[src/rtl/gpio_bank_pkg.sv]
package gpio_bank_pkg;

    localparam int ADDR_W = 8;
    localparam int DATA_W = 32;

    localparam logic [ADDR_W-1:0] OFS_INPUT  = 8'h04;
    localparam logic [ADDR_W-1:0] OFS_DIR    = 8'h08;
    localparam logic [ADDR_W-1:0] OFS_SET    = 8'h10;
    localparam logic [ADDR_W-1:0] OFS_CLR    = 8'h14;
    localparam logic [ADDR_W-1:0] OFS_ENABLE = 8'h20;
    localparam logic [ADDR_W-1:0] OFS_RAW    = 8'h24;
    localparam logic [ADDR_W-1:0] OFS_MSTAT  = 8'h28;
    localparam logic [ADDR_W-1:0] OFS_MASK   = 8'h2C;
    localparam logic [ADDR_W-1:0] OFS_ICLR   = 8'h30;
    localparam logic [ADDR_W-1:0] OFS_METHOD = 8'h34;
    localparam logic [ADDR_W-1:0] OFS_BOTH   = 8'h38;
    localparam logic [ADDR_W-1:0] OFS_POL    = 8'h3C;

    typedef enum logic [3:0] {
        SEL_NONE,
        SEL_INPUT,
        SEL_DIR,
        SEL_SET,
        SEL_CLR,
        SEL_ENABLE,
        SEL_RAW,
        SEL_MSTAT,
        SEL_MASK,
        SEL_ICLR,
        SEL_METHOD,
        SEL_BOTH,
        SEL_POL
    } reg_sel_e;

    function automatic reg_sel_e decode_addr(input logic [ADDR_W-1:0] a);
        case (a)
            OFS_INPUT:  return SEL_INPUT;
            OFS_DIR:    return SEL_DIR;
            OFS_SET:    return SEL_SET;
            OFS_CLR:    return SEL_CLR;
            OFS_ENABLE: return SEL_ENABLE;
            OFS_RAW:    return SEL_RAW;
            OFS_MSTAT:  return SEL_MSTAT;
            OFS_MASK:   return SEL_MASK;
            OFS_ICLR:   return SEL_ICLR;
            OFS_METHOD: return SEL_METHOD;
            OFS_BOTH:   return SEL_BOTH;
            OFS_POL:    return SEL_POL;
            default:    return SEL_NONE;
        endcase
    endfunction

endpackage

[src/rtl/gpio_bank_sync.sv]
module gpio_bank_sync #(
    parameter int W      = 32,
    parameter int STAGES = 2
) (
    input  logic         clk,
    input  logic         rst_n,
    input  logic [W-1:0] async_i,
    output logic [W-1:0] cur_o,
    output logic [W-1:0] prev_o
);
    // STAGES synchronizer flops plus one history flop for edge finding
    localparam int DEPTH = STAGES + 1;

    logic [W-1:0] chain_d [DEPTH];
    logic [W-1:0] chain_q [DEPTH];

    always_comb begin
        chain_d[0] = async_i;
        for (int s = 1; s < DEPTH; s++) begin
            chain_d[s] = chain_q[s-1];
        end
    end

    always_ff @(posedge clk or negedge rst_n) begin
        if (!rst_n) begin
            for (int s = 0; s < DEPTH; s++) begin
                chain_q[s] <= '0;
            end
        end else begin
            for (int s = 0; s < DEPTH; s++) begin
                chain_q[s] <= chain_d[s];
            end
        end
    end

    assign cur_o  = chain_q[STAGES-1];
    assign prev_o = chain_q[STAGES];

    // the history flop trails the synchronized value by exactly one cycle
    assert_history_R3: assert property (@(posedge clk) disable iff (!rst_n)
        1'b1 |=> (prev_o == $past(cur_o)));

endmodule

[src/rtl/gpio_bank_detect.sv]
module gpio_bank_detect #(
    parameter int W = 32
) (
    input  logic         clk,
    input  logic         rst_n,
    input  logic [W-1:0] cur_i,
    input  logic [W-1:0] prev_i,
    input  logic [W-1:0] method_i,
    input  logic [W-1:0] both_i,
    input  logic [W-1:0] pol_i,
    input  logic [W-1:0] clr_i,
    output logic [W-1:0] raw_o
);
    logic [W-1:0] fire_w;
    logic [W-1:0] level_w;
    logic [W-1:0] latch_d;
    logic [W-1:0] latch_q;

    for (genvar i = 0; i < W; i++) begin : g_pin
        logic rise_w;
        logic fall_w;
        logic hit_w;
        assign rise_w     = cur_i[i] & ~prev_i[i];
        assign fall_w     = ~cur_i[i] & prev_i[i];
        assign hit_w      = both_i[i] ? (rise_w | fall_w)
                                      : (pol_i[i] ? fall_w : rise_w);
        assign fire_w[i]  = ~method_i[i] & hit_w;
        assign level_w[i] = cur_i[i] ^ pol_i[i];
    end

    always_comb begin
        // new edge takes priority over a clear in the same cycle
        latch_d = (latch_q & ~clr_i) | fire_w;
        raw_o   = (method_i & level_w) | (~method_i & latch_q);
    end

    always_ff @(posedge clk or negedge rst_n) begin
        if (!rst_n) begin
            latch_q <= '0;
        end else begin
            latch_q <= latch_d;
        end
    end

    // a latched event without a clear strobe is never lost
    assert_latch_hold_R8: assert property (@(posedge clk) disable iff (!rst_n)
        1'b1 |=> (($past(latch_q) & ~$past(clr_i) & ~latch_q) == '0));

    // a detected edge is latched on the next edge, even with a clear present
    assert_edge_latch_R5: assert property (@(posedge clk) disable iff (!rst_n)
        (|fire_w) |=> ((latch_q & $past(fire_w)) == $past(fire_w)));

endmodule

[src/rtl/gpio_bank.sv]
module gpio_bank
    import gpio_bank_pkg::*;
#(
    parameter int NPINS = 32
) (
    input  logic                 clk,
    input  logic                 rst_n,
    input  logic                 bus_wr,
    input  logic                 bus_rd,
    input  logic [ADDR_W-1:0]    bus_addr,
    input  logic [DATA_W-1:0]    bus_wdata,
    output logic [DATA_W-1:0]    bus_rdata,
    input  logic [NPINS-1:0]     pin_in,
    output logic [NPINS-1:0]     pin_out,
    output logic [NPINS-1:0]     pin_oe,
    output logic                 irq
);
    localparam int SYNC_STAGES = 2;

    typedef struct packed {
        logic [NPINS-1:0]  dir;
        logic [NPINS-1:0]  outv;
        logic [NPINS-1:0]  enable;
        logic [NPINS-1:0]  mask;
        logic [NPINS-1:0]  method;
        logic [NPINS-1:0]  both;
        logic [NPINS-1:0]  pol;
        logic [DATA_W-1:0] rdata;
    } state_t;

    state_t st_d;
    state_t st_q;

    logic [NPINS-1:0] cur_w;
    logic [NPINS-1:0] prev_w;
    logic [NPINS-1:0] raw_w;
    logic [NPINS-1:0] mstat_w;
    logic [NPINS-1:0] clr_w;
    logic [NPINS-1:0] wbits_w;
    reg_sel_e         sel_w;

    function automatic logic [DATA_W-1:0] widen(input logic [NPINS-1:0] v);
        logic [DATA_W-1:0] r;
        r = '0;
        r[NPINS-1:0] = v;
        return r;
    endfunction

    gpio_bank_sync #(
        .W      (NPINS),
        .STAGES (SYNC_STAGES)
    ) sync_i (
        .clk     (clk),
        .rst_n   (rst_n),
        .async_i (pin_in),
        .cur_o   (cur_w),
        .prev_o  (prev_w)
    );

    gpio_bank_detect #(
        .W (NPINS)
    ) detect_i (
        .clk      (clk),
        .rst_n    (rst_n),
        .cur_i    (cur_w),
        .prev_i   (prev_w),
        .method_i (st_q.method),
        .both_i   (st_q.both),
        .pol_i    (st_q.pol),
        .clr_i    (clr_w),
        .raw_o    (raw_w)
    );

    assign sel_w   = decode_addr(bus_addr);
    assign wbits_w = bus_wdata[NPINS-1:0];
    assign clr_w   = (bus_wr && sel_w == SEL_ICLR) ? wbits_w : '0;
    assign mstat_w = raw_w & st_q.enable & ~st_q.mask;

    always_comb begin
        st_d = st_q;
        if (bus_wr) begin
            case (sel_w)
                SEL_DIR:    st_d.dir    = wbits_w;
                SEL_SET:    st_d.outv   = st_q.outv | wbits_w;
                SEL_CLR:    st_d.outv   = st_q.outv & ~wbits_w;
                SEL_ENABLE: st_d.enable = wbits_w;
                SEL_MASK:   st_d.mask   = wbits_w;
                SEL_METHOD: st_d.method = wbits_w;
                SEL_BOTH:   st_d.both   = wbits_w;
                SEL_POL:    st_d.pol    = wbits_w;
                default:    ;
            endcase
        end
        st_d.rdata = '0;
        if (bus_rd) begin
            case (sel_w)
                SEL_INPUT:  st_d.rdata = widen(cur_w);
                SEL_DIR:    st_d.rdata = widen(st_q.dir);
                SEL_ENABLE: st_d.rdata = widen(st_q.enable);
                SEL_RAW:    st_d.rdata = widen(raw_w);
                SEL_MSTAT:  st_d.rdata = widen(mstat_w);
                SEL_MASK:   st_d.rdata = widen(st_q.mask);
                SEL_METHOD: st_d.rdata = widen(st_q.method);
                SEL_BOTH:   st_d.rdata = widen(st_q.both);
                SEL_POL:    st_d.rdata = widen(st_q.pol);
                default:    st_d.rdata = '0;
            endcase
        end
    end

    always_ff @(posedge clk or negedge rst_n) begin
        if (!rst_n) begin
            st_q <= '0;
        end else begin
            st_q <= st_d;
        end
    end

    assign bus_rdata = st_q.rdata;
    assign pin_out   = st_q.outv;
    assign pin_oe    = st_q.dir;
    assign irq       = |mstat_w;

    // set strobe raises every written bit
    assert_set_bits_R4: assert property (@(posedge clk) disable iff (!rst_n)
        (bus_wr && bus_addr == OFS_SET) |=>
        ((pin_out & $past(bus_wdata[NPINS-1:0])) == $past(bus_wdata[NPINS-1:0])));

    // clear strobe lowers every written bit
    assert_clr_bits_R4: assert property (@(posedge clk) disable iff (!rst_n)
        (bus_wr && bus_addr == OFS_CLR) |=>
        ((pin_out & $past(bus_wdata[NPINS-1:0])) == '0));

    // bits written as 0 keep their output level
    assert_keep_bits_R4: assert property (@(posedge clk) disable iff (!rst_n)
        (bus_wr && (bus_addr == OFS_SET || bus_addr == OFS_CLR)) |=>
        (((pin_out ^ $past(pin_out)) & ~$past(bus_wdata[NPINS-1:0])) == '0));

    // output enable follows a direction write
    assert_dir_oe_R2: assert property (@(posedge clk) disable iff (!rst_n)
        (bus_wr && bus_addr == OFS_DIR) |=> (pin_oe == $past(bus_wdata[NPINS-1:0])));

    // undefined and strobe-only offsets read as zero
    assert_zero_read_R11: assert property (@(posedge clk) disable iff (!rst_n)
        (bus_rd && (decode_addr(bus_addr) == SEL_NONE || bus_addr == OFS_SET ||
                    bus_addr == OFS_CLR || bus_addr == OFS_ICLR)) |=> (bus_rdata == '0));

    // no pin enabled and unmasked means no summary interrupt
    assert_irq_quiet_R10: assert property (@(posedge clk) disable iff (!rst_n)
        ((st_q.enable & ~st_q.mask) == '0) |-> !irq);

endmodule

[config.mk]
export PLATFORM = sky130hd
export DESIGN_NAME = gpio_bank
export DESIGN_NICKNAME = d
export VERILOG_FILES = /design/src/rtl/gpio_bank_pkg.sv /design/src/rtl/gpio_bank_sync.sv /design/src/rtl/gpio_bank_detect.sv /design/src/rtl/gpio_bank.sv
export SDC_FILE = /design/constraint.sdc
export NUM_CORES = 1
export LEC_CHECK = 0
export BUFFER_PORTS_ARGS = -buffer_cell sky130_fd_sc_hd__buf_2
export CAP_MARGIN = 5
export CORE_UTILIZATION = 40
export DETAILED_ROUTE_END_ITERATION = 8
export GPL_ROUTABILITY_DRIVEN = 1
export PLACE_DENSITY = 0.57
export SETUP_SLACK_MARGIN = 0.4
export SLEW_MARGIN = 20
export SYNTH_ARGS = -nofsm -noshare
export SYNTH_HDL_FRONTEND = slang
export SYNTH_SLANG_ARGS = --single-unit
[constraint.sdc]
create_clock -name clk -period 1.9 [get_ports clk]
set_input_delay 0.19 -clock clk [delete_from_list [all_inputs] [get_ports clk]]
set_output_delay 0.19 -clock clk [all_outputs]
set_load 0.005 [all_outputs]
* Yosys cells after proc, flatten, opt, wreduce, memory -nomap -nowiden
Index checks and enable logic that the tools add are counted.
** Operators by class
- Mux-type cells :: 69
- Eq/ne operators :: 24
- Bitwise operators :: 269
- Reductions and logical operators :: 10
** Operators with widths (count)
- case mux 32 bit (9 select lines) :: 1
- AND 32 bit :: 6
- NOT 32 bit :: 4
- AND 1 bit :: 96
- NOT 1 bit :: 96
- bitwise OR 32 bit :: 3
- == test 8 x 6 -> 1 bit, second input constant :: 8
- 2-to-1 mux 1 bit :: 64
- 2-to-1 mux 32 bit :: 2
- case mux 32 bit (2 select lines) :: 1
- case mux 4 bit (12 select lines) :: 1
- bitwise OR 1 bit :: 32
- OR reduction 32 bit :: 1
- bitwise XOR 1 bit :: 32
- == test 4 bit, second input constant :: 5
- == test 4 x 3 -> 1 bit, second input constant :: 4
- == test 8 x 5 -> 1 bit, second input constant :: 2
- AND reduction 2 bit :: 7
- == test 4 x 2 -> 1 bit, second input constant :: 2
- == test 8 x 3 -> 1 bit, second input constant :: 1
- == test 8 x 4 -> 1 bit, second input constant :: 1
- == test 4 x 1 -> 1 bit, second input constant :: 1
- nonzero test 2 bit :: 1
- logical AND 1 bit :: 1
** Storage, ports and cells
- Word-level logic and storage cells :: 384
- Register bits :: 384

* Longest topological paths before layout
Gate-level depths: netlist of the first run.
- Depth in word-level cells :: 8
- Gate-level depth with buffers :: 8
- Mapped depth without buffers :: 6

* By module
From an unflattened synthesis of the first run, not the netlist that was laid out.
** Second synthesis, totals
- Cell total of the unflattened synthesis :: 1617
- Area total of the unflattened synthesis :: 18731.7 um^2
** By module, submodules not included
- gpio_bank :: times used 1, area each 12726.0 um^2, cells an instance 1073, sequential area each 6406.1 um^2
- gpio_bank_detect :: times used 1, area each 3363.2 um^2, cells an instance 416, sequential area each 800.8 um^2
- gpio_bank_sync :: times used 1, area each 2642.5 um^2, cells an instance 128, sequential area each 2402.3 um^2

* Least setup slack after synthesis of the first run
No wires, ideal clock.
- Path type :: input to register
- Start :: input bus_addr[2]
- End :: register (tool-made name)
- Setup slack :: 0.102 ns
- Data required time :: 1.762 ns
- Stages on the path :: 6
- Setup time :: 0.138 ns
- Arrival time :: 1.659 ns
- Buffers on the path :: 3
- Path through :: buf_2 > nor4b_2 > and4b_1 > clkbuf_1 > clkbuf_1 > a31oi_1
** RTL lines
- start, declared :: RTL line gpio_bank.sv:10 : input logic [ADDR_W-1:0] bus_addr,

* Worst setup path after layout of the first run
- Start :: register sync_i.chain_q, in the netlist sync_i.cur_o[7]
- End :: output irq
** On the way
- Cells in the longest elaborated chain, start to end :: 6
** RTL lines
- start, declared :: RTL line gpio_bank_sync.sv:15 : logic [W-1:0] chain_q [DEPTH];
- start signal, assigned by index :: RTL line gpio_bank_sync.sv:31 : chain_q[s] <= chain_d[s];
- bitwise XOR 1 bit :: RTL line gpio_bank_detect.sv:28 : assign level_w[i] = cur_i[i] ^ pol_i[i];
- AND 32 bit :: RTL line gpio_bank_detect.sv:34 : raw_o = (method_i & level_w) | (~method_i & latch_q);
- bitwise OR 32 bit :: RTL line gpio_bank_detect.sv:34
- AND 32 bit (2 in a row) :: RTL line gpio_bank.sv:77 : assign mstat_w = raw_w & st_q.enable & ~st_q.mask;
- OR reduction 32 bit :: RTL line gpio_bank.sv:122 : assign irq = |mstat_w;
- end, declared :: RTL line gpio_bank.sv:16 : output logic irq
Every way passes these cells.

==> results of run 1 <==
routing by layer:
| layer | vias to the layer above | share of wire (%) | global-route usage, % |
|---|---|---|---|
| met5 | - | 0.023 | 0 |
| met4 | 2 | 3.3 | 8.732 |
| met3 | 106 | 5.5 | 3.298 |
| met2 | 440 | 47 | 37.88 |
| met1 | 7177 | 44 | 33.27 |
| li1 | 6515 | - | - |
cells in the mapped netlist (2+ instances only):
library cell  instances
nor2b_1              22
a211oi_1             32
and3_1                3
nand2_1             114
ha_1                 64
a221oi_1             27
nor4b_2               2
a31o_2                9
mux2i_1               4
inv_1               100
nor4_1                6
a22oi_1              44
nand4_1               3
a21o_1                2
a31oi_1              60
buf_1                 7
dfrtp_1             384
and2_1                7
o2bb2ai_1             8
mux2_2              170
nor3_1                2
xnor2_1              32
buf_2                25
a222oi_1             13
a21oi_1              77
nor4_4                2
a2111oi_0            18
o21ai_0              61
mux2_1               37
nor2_1               39
a22o_1               46
nand2b_1             12
buf_4                96
o22ai_1              16
nand3_1               2
clkbuf_1             70
cell type report:
class	count	area [µm²]
antenna	2	5.005
fill	3902	21000
clock buffer	57	1261
inverter	100	380.4
multi-input combinational	949	8317
clock inverter	18	212.7
sequential	384	9613
timing repair buffer	518	4036
tap	600	750.7
logic make-up (layout without fill, tap and decap cells):
logic type | Yosys count | in the layout
AO/OA/AOI/OAI | 419 | 419
flip-flops | 384 | 384
buffers and inverters | 298 | 693
AND/OR/NAND/NOR | 223 | 223
multiplexers | 211 | 211
adder cells (fa/ha/maj) | 64 | 64
XOR/XNOR | 32 | 32
other | 0 | 2
state kept, by name, summed over array words and instances (netlist names), named ones only:
register / count
st_q: 160
sync_i.prev_o: 32
bus_rdata: 32
sync_i.cur_o: 32
detect_i.latch_q: 32
pin_oe: 32
sync_i.chain_d: 32
per-stage QoR:
| step | setup TNS, ps | hold slack (ps) | utilization, % | instance area, µm² |
|---|---|---|---|---|
| 5_1_grt | -816.5 | 47.21 | 53.92 | 24570 |
| 3_3_place_gp | -2124 | 53.08 | 47.61 | 21700 |
| 4_1_cts | -725.1 | 19.90 | 52.96 | 24140 |
| 6_report | -736.9 | 49.21 | 53.92 | 24580 |
| 3_5_place_dp | -2086 | 51.43 | 47.61 | 21700 |
| 2_1_floorplan | 0 | -105.6 | - | 19050 |
worst max-delay path, cell delays in order, from the launching register on:
cell and delay, ps:
dfrtp_1 400, xnor2_2 180, a2111oi_2 80, buf_4 170
nor4_4 310, nand4_1 190, or3_4 400, buf_6 130
repair_timing:
| item | in CTS | in global routing |
|---|---|---|
| hold endpoints to repair | 594 | 0 |
| gates resized for setup | 68 | 76 |
| hold buffers | 65 | 0 |
| pin swaps | 40 | 43 |
| buffers inserted | 1 | 9 |
| endpoints found under the setup margin | 19 | 38 |
power breakdown:
part	switching [mW]	total [mW]	internal, mW	leakage [nW]
Combinational	1.02	2.02	1.00	6.19
Clock	3.46	8.67	5.21	0.729
Sequential	0.296	8.84	8.54	4.92
final timing paths:
kind | from | to | slack [ps] | depth (start not counted)
worst max register to register | sync_i.cur_o[10]$_DFF_PN0_ | bus_rdata[10]$_DFF_PN0_ | 200 | 7
worst max-delay path | sync_i.cur_o[7]$_DFF_PN0_ | irq | -740 | 7
worst min-delay path | rst_n | detect_i.latch_q[31]$_DFF_PN0_ | 50 | 2
worst min register to register | sync_i.chain_d[36]$_DFF_PN0_ | sync_i.cur_o[4]$_DFF_PN0_ | 350 | 0
max in group asynchronous | rst_n | sync_i.cur_o[5]$_DFF_PN0_ | 1000 | 3
min in group clk | pin_in[10] | sync_i.chain_d[42]$_DFF_PN0_ | 250 | 2
==> impl_results.md, run 1 <==
- Fin Clk Skew: 16.04 ps
- Vias post-DR: 14240
- Sequential fraction of the synthesis area: 51.83%
- Max cap viols: 0
- Slew Limit Fails: 0
- DPL Wire Length: 37.96 mm
- Drt wl/cell: 21.19 µm
- Synth Flop Type: dfrtp_1
- Die width: 217.3 µm
- Commonest non-fill, non-tap cell in the layout: dfrtp_1
- Max-slew headroom: 48.15%
- Cell count after placement: 2476
- Critical Path AT: 2450 ps
- Slew @ Worst Pin: 773.2 ps
- Kind of critical path: flip-flop to output pin
- DR iter-0 viols: 1060
- Total grt overflow: 0
- Area of the die: 47210 µm²
- IO Port Bufs: 172
- Gp weighted congestion: 0.8566
- Status: finished, violations left
- CTS tree: yes
- GR Util All Layers: 23.88%
- Worst-Skew Late Latency: 580 ps
- First-pass GRT wire length: 85.77 mm
- Area share of and/or/nand/nor cells after synthesis: 5.845%
- Pwr per Cell Area: 794.4 nW/µm²
- CTS clk-pin slew, worst paths: 60 ps
- I/O pins: 173
- Initial Util: 40.68%
- Chip height: 217.3 µm
- Post-Layout Cell Count: 2628
- Largest family of logic cells by synthesized area: compound AO/OA/AOI/OAI gates
- Total core area: 45580 µm²
- Yosys cell types: 51
- Final nets: 2136
- Lkg Pwr: 11.84 nW
- Syn Area/Cell: 11.37 µm²
- Final Hold Vio Count: 0
- HP Class: primary input to asynchronous set/reset pin
- Syn-to-layout area delta: 32.56%
- Worst setup EP type: output pin
- Clock Path Buffers: 3
- RSZ-0062 raised after global routing: yes
- #FFs+latches synth: 384
- CTS Sinks: 384
- Post-Synth Adder-Cell Area: 4.319%
- Commonest cells after routing, fill and taps aside: dfrtp_1, buf_4, mux2_2, buf_2, nand2_1
- XOR/XNOR share of the synthesized area: 1.512%
- Final clock period utilization by the worst path: 138.8%
- Maximum VDD drop: 0.6444 mV
- Critical Path Start Type: flip-flop
- Antenna Violating Nets Remaining: 0
- Post-synthesis cell count: 1631
- Final setup fails: 1
- Area share of the largest cell type after synthesis: 51.83%
- Failing checks: setup timing
- Row cnt: 78
- Post-synthesis mux area share: 12.79%
- Root buf cell: clkbuf_16
- Final Power: 19.52 mW
- Worst setup margin: -736.9 ps
- Post-layout min period: 2637 ps
- Number of synthesized flops with an enable pin: 0
- Vias in the first global route: 14358
- Final WL: 55.68 mm
- Number of synthesis warnings: 0
- CP Max Fanout: 2
- Syn nets: 1771
- Async SR Flop Fraction: 100.0%
- Drt first pass iters: 6
- Mapped cell area: 18540 µm²
- TritonCTS buffer count: 43
- Largest net degree at the start of global routing: 108
- Post-synth top area cell: dfrtp_1
- H-Tree Depth: 2
- Proportion of layout cells with a drive suffix above 1: 42.30%
- Synth top area cells: dfrtp_1, mux2_2, ha_1
- Synth Area in Compound Gates: 15.56%
- Fmax: 379.2 MHz
- Worst EP required: 1710 ps
- DRC viols: 0
- Vias per inst: 5.419
- Place WS: -388.6 ps
- Initial antenna violation count: 4
Note: power is estimated with default switching activity, not from simulation.
==> run 2, diff against run 1 <==
--- a/config.mk
+++ b/config.mk
@@ -5,7 +5,7 @@
 export SDC_FILE = /design/constraint.sdc
 export NUM_CORES = 1
 export LEC_CHECK = 0
-export BUFFER_PORTS_ARGS = -buffer_cell sky130_fd_sc_hd__buf_2
+export BUFFER_PORTS_ARGS = -buffer_cell sky130_fd_sc_hd__clkbuf_2
 export CAP_MARGIN = 5
 export CORE_UTILIZATION = 40
 export DETAILED_ROUTE_END_ITERATION = 8
==> run 2 against run 1 <==
  * The flow still finishes with violations (setup timing)
  * Clock power shrank 3.0%
  * Hold slack lost 35 ps
  * Sequential share of layout area grew 0.082 points
  * Core utilization shrank 0.099 points
  * Die area is the same
  * Highest routed layer is now met4
==> impl_results.md, run 2 (synthesis results as in run 1) <==
- Status: finished, violations left
- Failing checks: setup timing
- Slowest CP cell: or3_4
- Total grt overflow: 0 (unchanged)
- GR Util All Layers: 24.06% (+0.18 points)
- H-Tree Depth: 2 (unchanged)
- Place WS: -363.0 ps (+25.56 ps)
- Worst EP required: 1710 ps (about the same)
- RSZ-0062 raised after global routing: yes
- Clk network pwr share: 43.6% (-0.8 points)
- Final Hold Vio Count: 0 (unchanged)
- Final Util: 53.82% (-0.099 points)
- IO Port Bufs: 172 (unchanged)
- Commonest cells after routing, fill and taps aside: dfrtp_1, buf_4, mux2_2, clkbuf_2, nand2_1
- RR Startpoint: sync_i.cur_o[10]$_DFF_PN0_
- Row cnt: 78 (unchanged)
- Post-Layout Cell Count: 2619 (-0.34%)
- Final setup fails: 1 (unchanged)
- Worst setup margin: -743.0 ps (-6.037 ps)
- DR iter-0 viols: 1015 (-4.2%)
- Slew Limit Fails: 0 (unchanged)
- Proportion of layout cells with a drive suffix above 1: 41.70% (-0.60 points)
- CP Max Fanout: 2 (unchanged)
- Final clock period utilization by the worst path: 139.1% (+0.32 points)
- Vias in the first global route: 14639 (+2.0%)
- Gp weighted congestion: 0.8829 (+3.1%)
- Cell count after placement: 2471 (-0.20%)
- Inserted Diodes: 0 (-2)
- Max incr delay on CP: 400 ps (about the same)
- HP Start: bus_wdata[16]
- Biggest register: st_q
- I/O pins: 173 (unchanged)
- Sw Share: 24.80% (+0.34 points)
- Max-slew headroom: 60.25% (+12 points)
- Initial Util: 40.68% (unchanged)
- Final WL: 55.89 mm (+0.38%)
- Final nets: 2127 (-0.42%)
- Lkg Pwr: 11.71 nW (-1.1%)
- Total core area: 45580 µm² (unchanged)
- Post-layout min period: 2643 ps (+6.037 ps)
- Fin Clk Skew: 21.61 ps (+5.571 ps)
- First-pass GRT wire length: 86.20 mm (+0.50%)
- DRC viols: 0 (unchanged)
- Kind of critical path: flip-flop to output pin
- Initial antenna violation count: 0 (-4)
- Clock Path Buffers: 3 (unchanged)
- Die width: 217.3 µm (unchanged)
- Kind of cell adding the most delay to the critical path: simple AND/OR/NAND/NOR gates
- Vias per inst: 5.465 (+0.86%)
- Fmax: 378.4 MHz (-0.23%)
- CP Cell Sequence: xnor2_1, a2111oi_1, buf_4, nor4_4, nand4_1, or3_4, clkbuf_2
- Root buf cell: clkbuf_16
- Antenna Violating Nets Remaining: 0 (unchanged)
- Largest net degree at the start of global routing: 79 (-27%)
- Largest register FFs: 160 (unchanged)
- HP Class: primary input to flip-flop
- CTS Sinks: 384 (unchanged)
- Syn-to-layout area delta: 32.32%
- Max cap viols: 0 (unchanged)
- CTS tree: yes
- Critical Path AT: 2450 ps (about the same)
- Drt first pass iters: 8 (+2)
- CP Buf/Inv Count: 2 (unchanged)
- Area of the die: 47210 µm² (unchanged)
- Maximum VDD drop: 0.5970 mV (-7.4%)
- Pwr per Cell Area: 785.9 nW/µm² (-1.1%)
- Worst setup path startpoint: st_q[47]$_DFFE_PN0P_
- DPL Wire Length: 38.62 mm (+1.7%)
- CTS clk-pin slew, worst paths: 60 ps (about the same)
- Sw power: 4.781 mW (+0.12%)
- Comb pwr share: 10.5% (+0.2 points)
- WHS: 14.62 ps (-34.59 ps)
- Drt wl/cell: 21.34 µm (+0.73%)
- Worst setup EP type: output pin
- Int Pwr: 14.50 mW (-1.7%)
- Vias post-DR: 14313 (+0.51%)
- Commonest non-fill, non-tap cell in the layout: dfrtp_1
- Critical Path Start Type: flip-flop
- Slew @ Worst Pin: 592.7 ps (-180.5 ps)
- TritonCTS buffer count: 43 (unchanged)
- Worst-Skew Late Latency: 580 ps (about the same)
- Flop pwr share: 45.9% (+0.6 points)
- Final Power: 19.28 mW (-1.2%)
- Chip height: 217.3 µm (unchanged)
## run 2: path summary, 6_finish.rpt
kind                                              to  slack, ps  depth (start not counted)
setup / recovery                                 irq       -740                          7
hold / removal                             flip-flop         10                          2
setup reg to reg             bus_rdata[10]$_DFF_PN0_        270                          7
hold reg to reg            sync_i.cur_o[5]$_DFF_PN0_        350                          0
max in group asynchronous    bus_rdata[22]$_DFF_PN0_       1010                          4
min in group asynchronous       st_q[62]$_DFFE_PN0P_        100                          2
## run 2: power by group through the flow
stage	logic, mW	registers [mW]	clock network (mW)
3_3_place_gp	1.73	8.95	0
6_report	2.02	8.84	8.41
2_1_floorplan	0.907	8.93	0
4_1_cts	1.94	8.82	8.63
3_5_place_dp	1.78	8.96	0
5_1_grt	2.23	8.88	8.93
## run 2: metrics by stage
stage          area [µm²]  setup TNS, ps
2_1_floorplan       19050              0
3_3_place_gp        21740          -3734
3_5_place_dp        21740          -3025
4_1_cts             24020         -723.1
5_1_grt             24530         -844.8
6_report            24530         -743.0
## run 2: cell type report
type / count / area, µm²
Sequential cell: 384 / 9615
Inverter: 100 / 380.4
Tap cell: 600 / 750.7
Clock buffer: 63 / 1282
Fill cell: 3892 / 21050
Timing Repair Buffer: 509 / 4063
Multi-Input combinational cell: 949 / 8293
Clock inverter: 14 / 146.4
## run 2: what timing repair did
| action | 4_1_cts | 5_1_grt |
|---|---|---|
| hold buffers | 63 | 0 |
| buffers inserted | 1 | 7 |
| endpoints found under the hold margin | 461 | 0 |
| endpoints found under the setup margin | 18 | 37 |
| pin swaps | 39 | 42 |
| gates resized for setup | 53 | 93 |
## run 2: layer usage
metal	wire (µm)	global-route usage, %	vias to the layer above
met3	3749	4.375	114
met1	23990	32.44	7178
met2	26220	38.80	520
met5	0	0	-
li1	-	-	6501
met4	1933	8.474	0
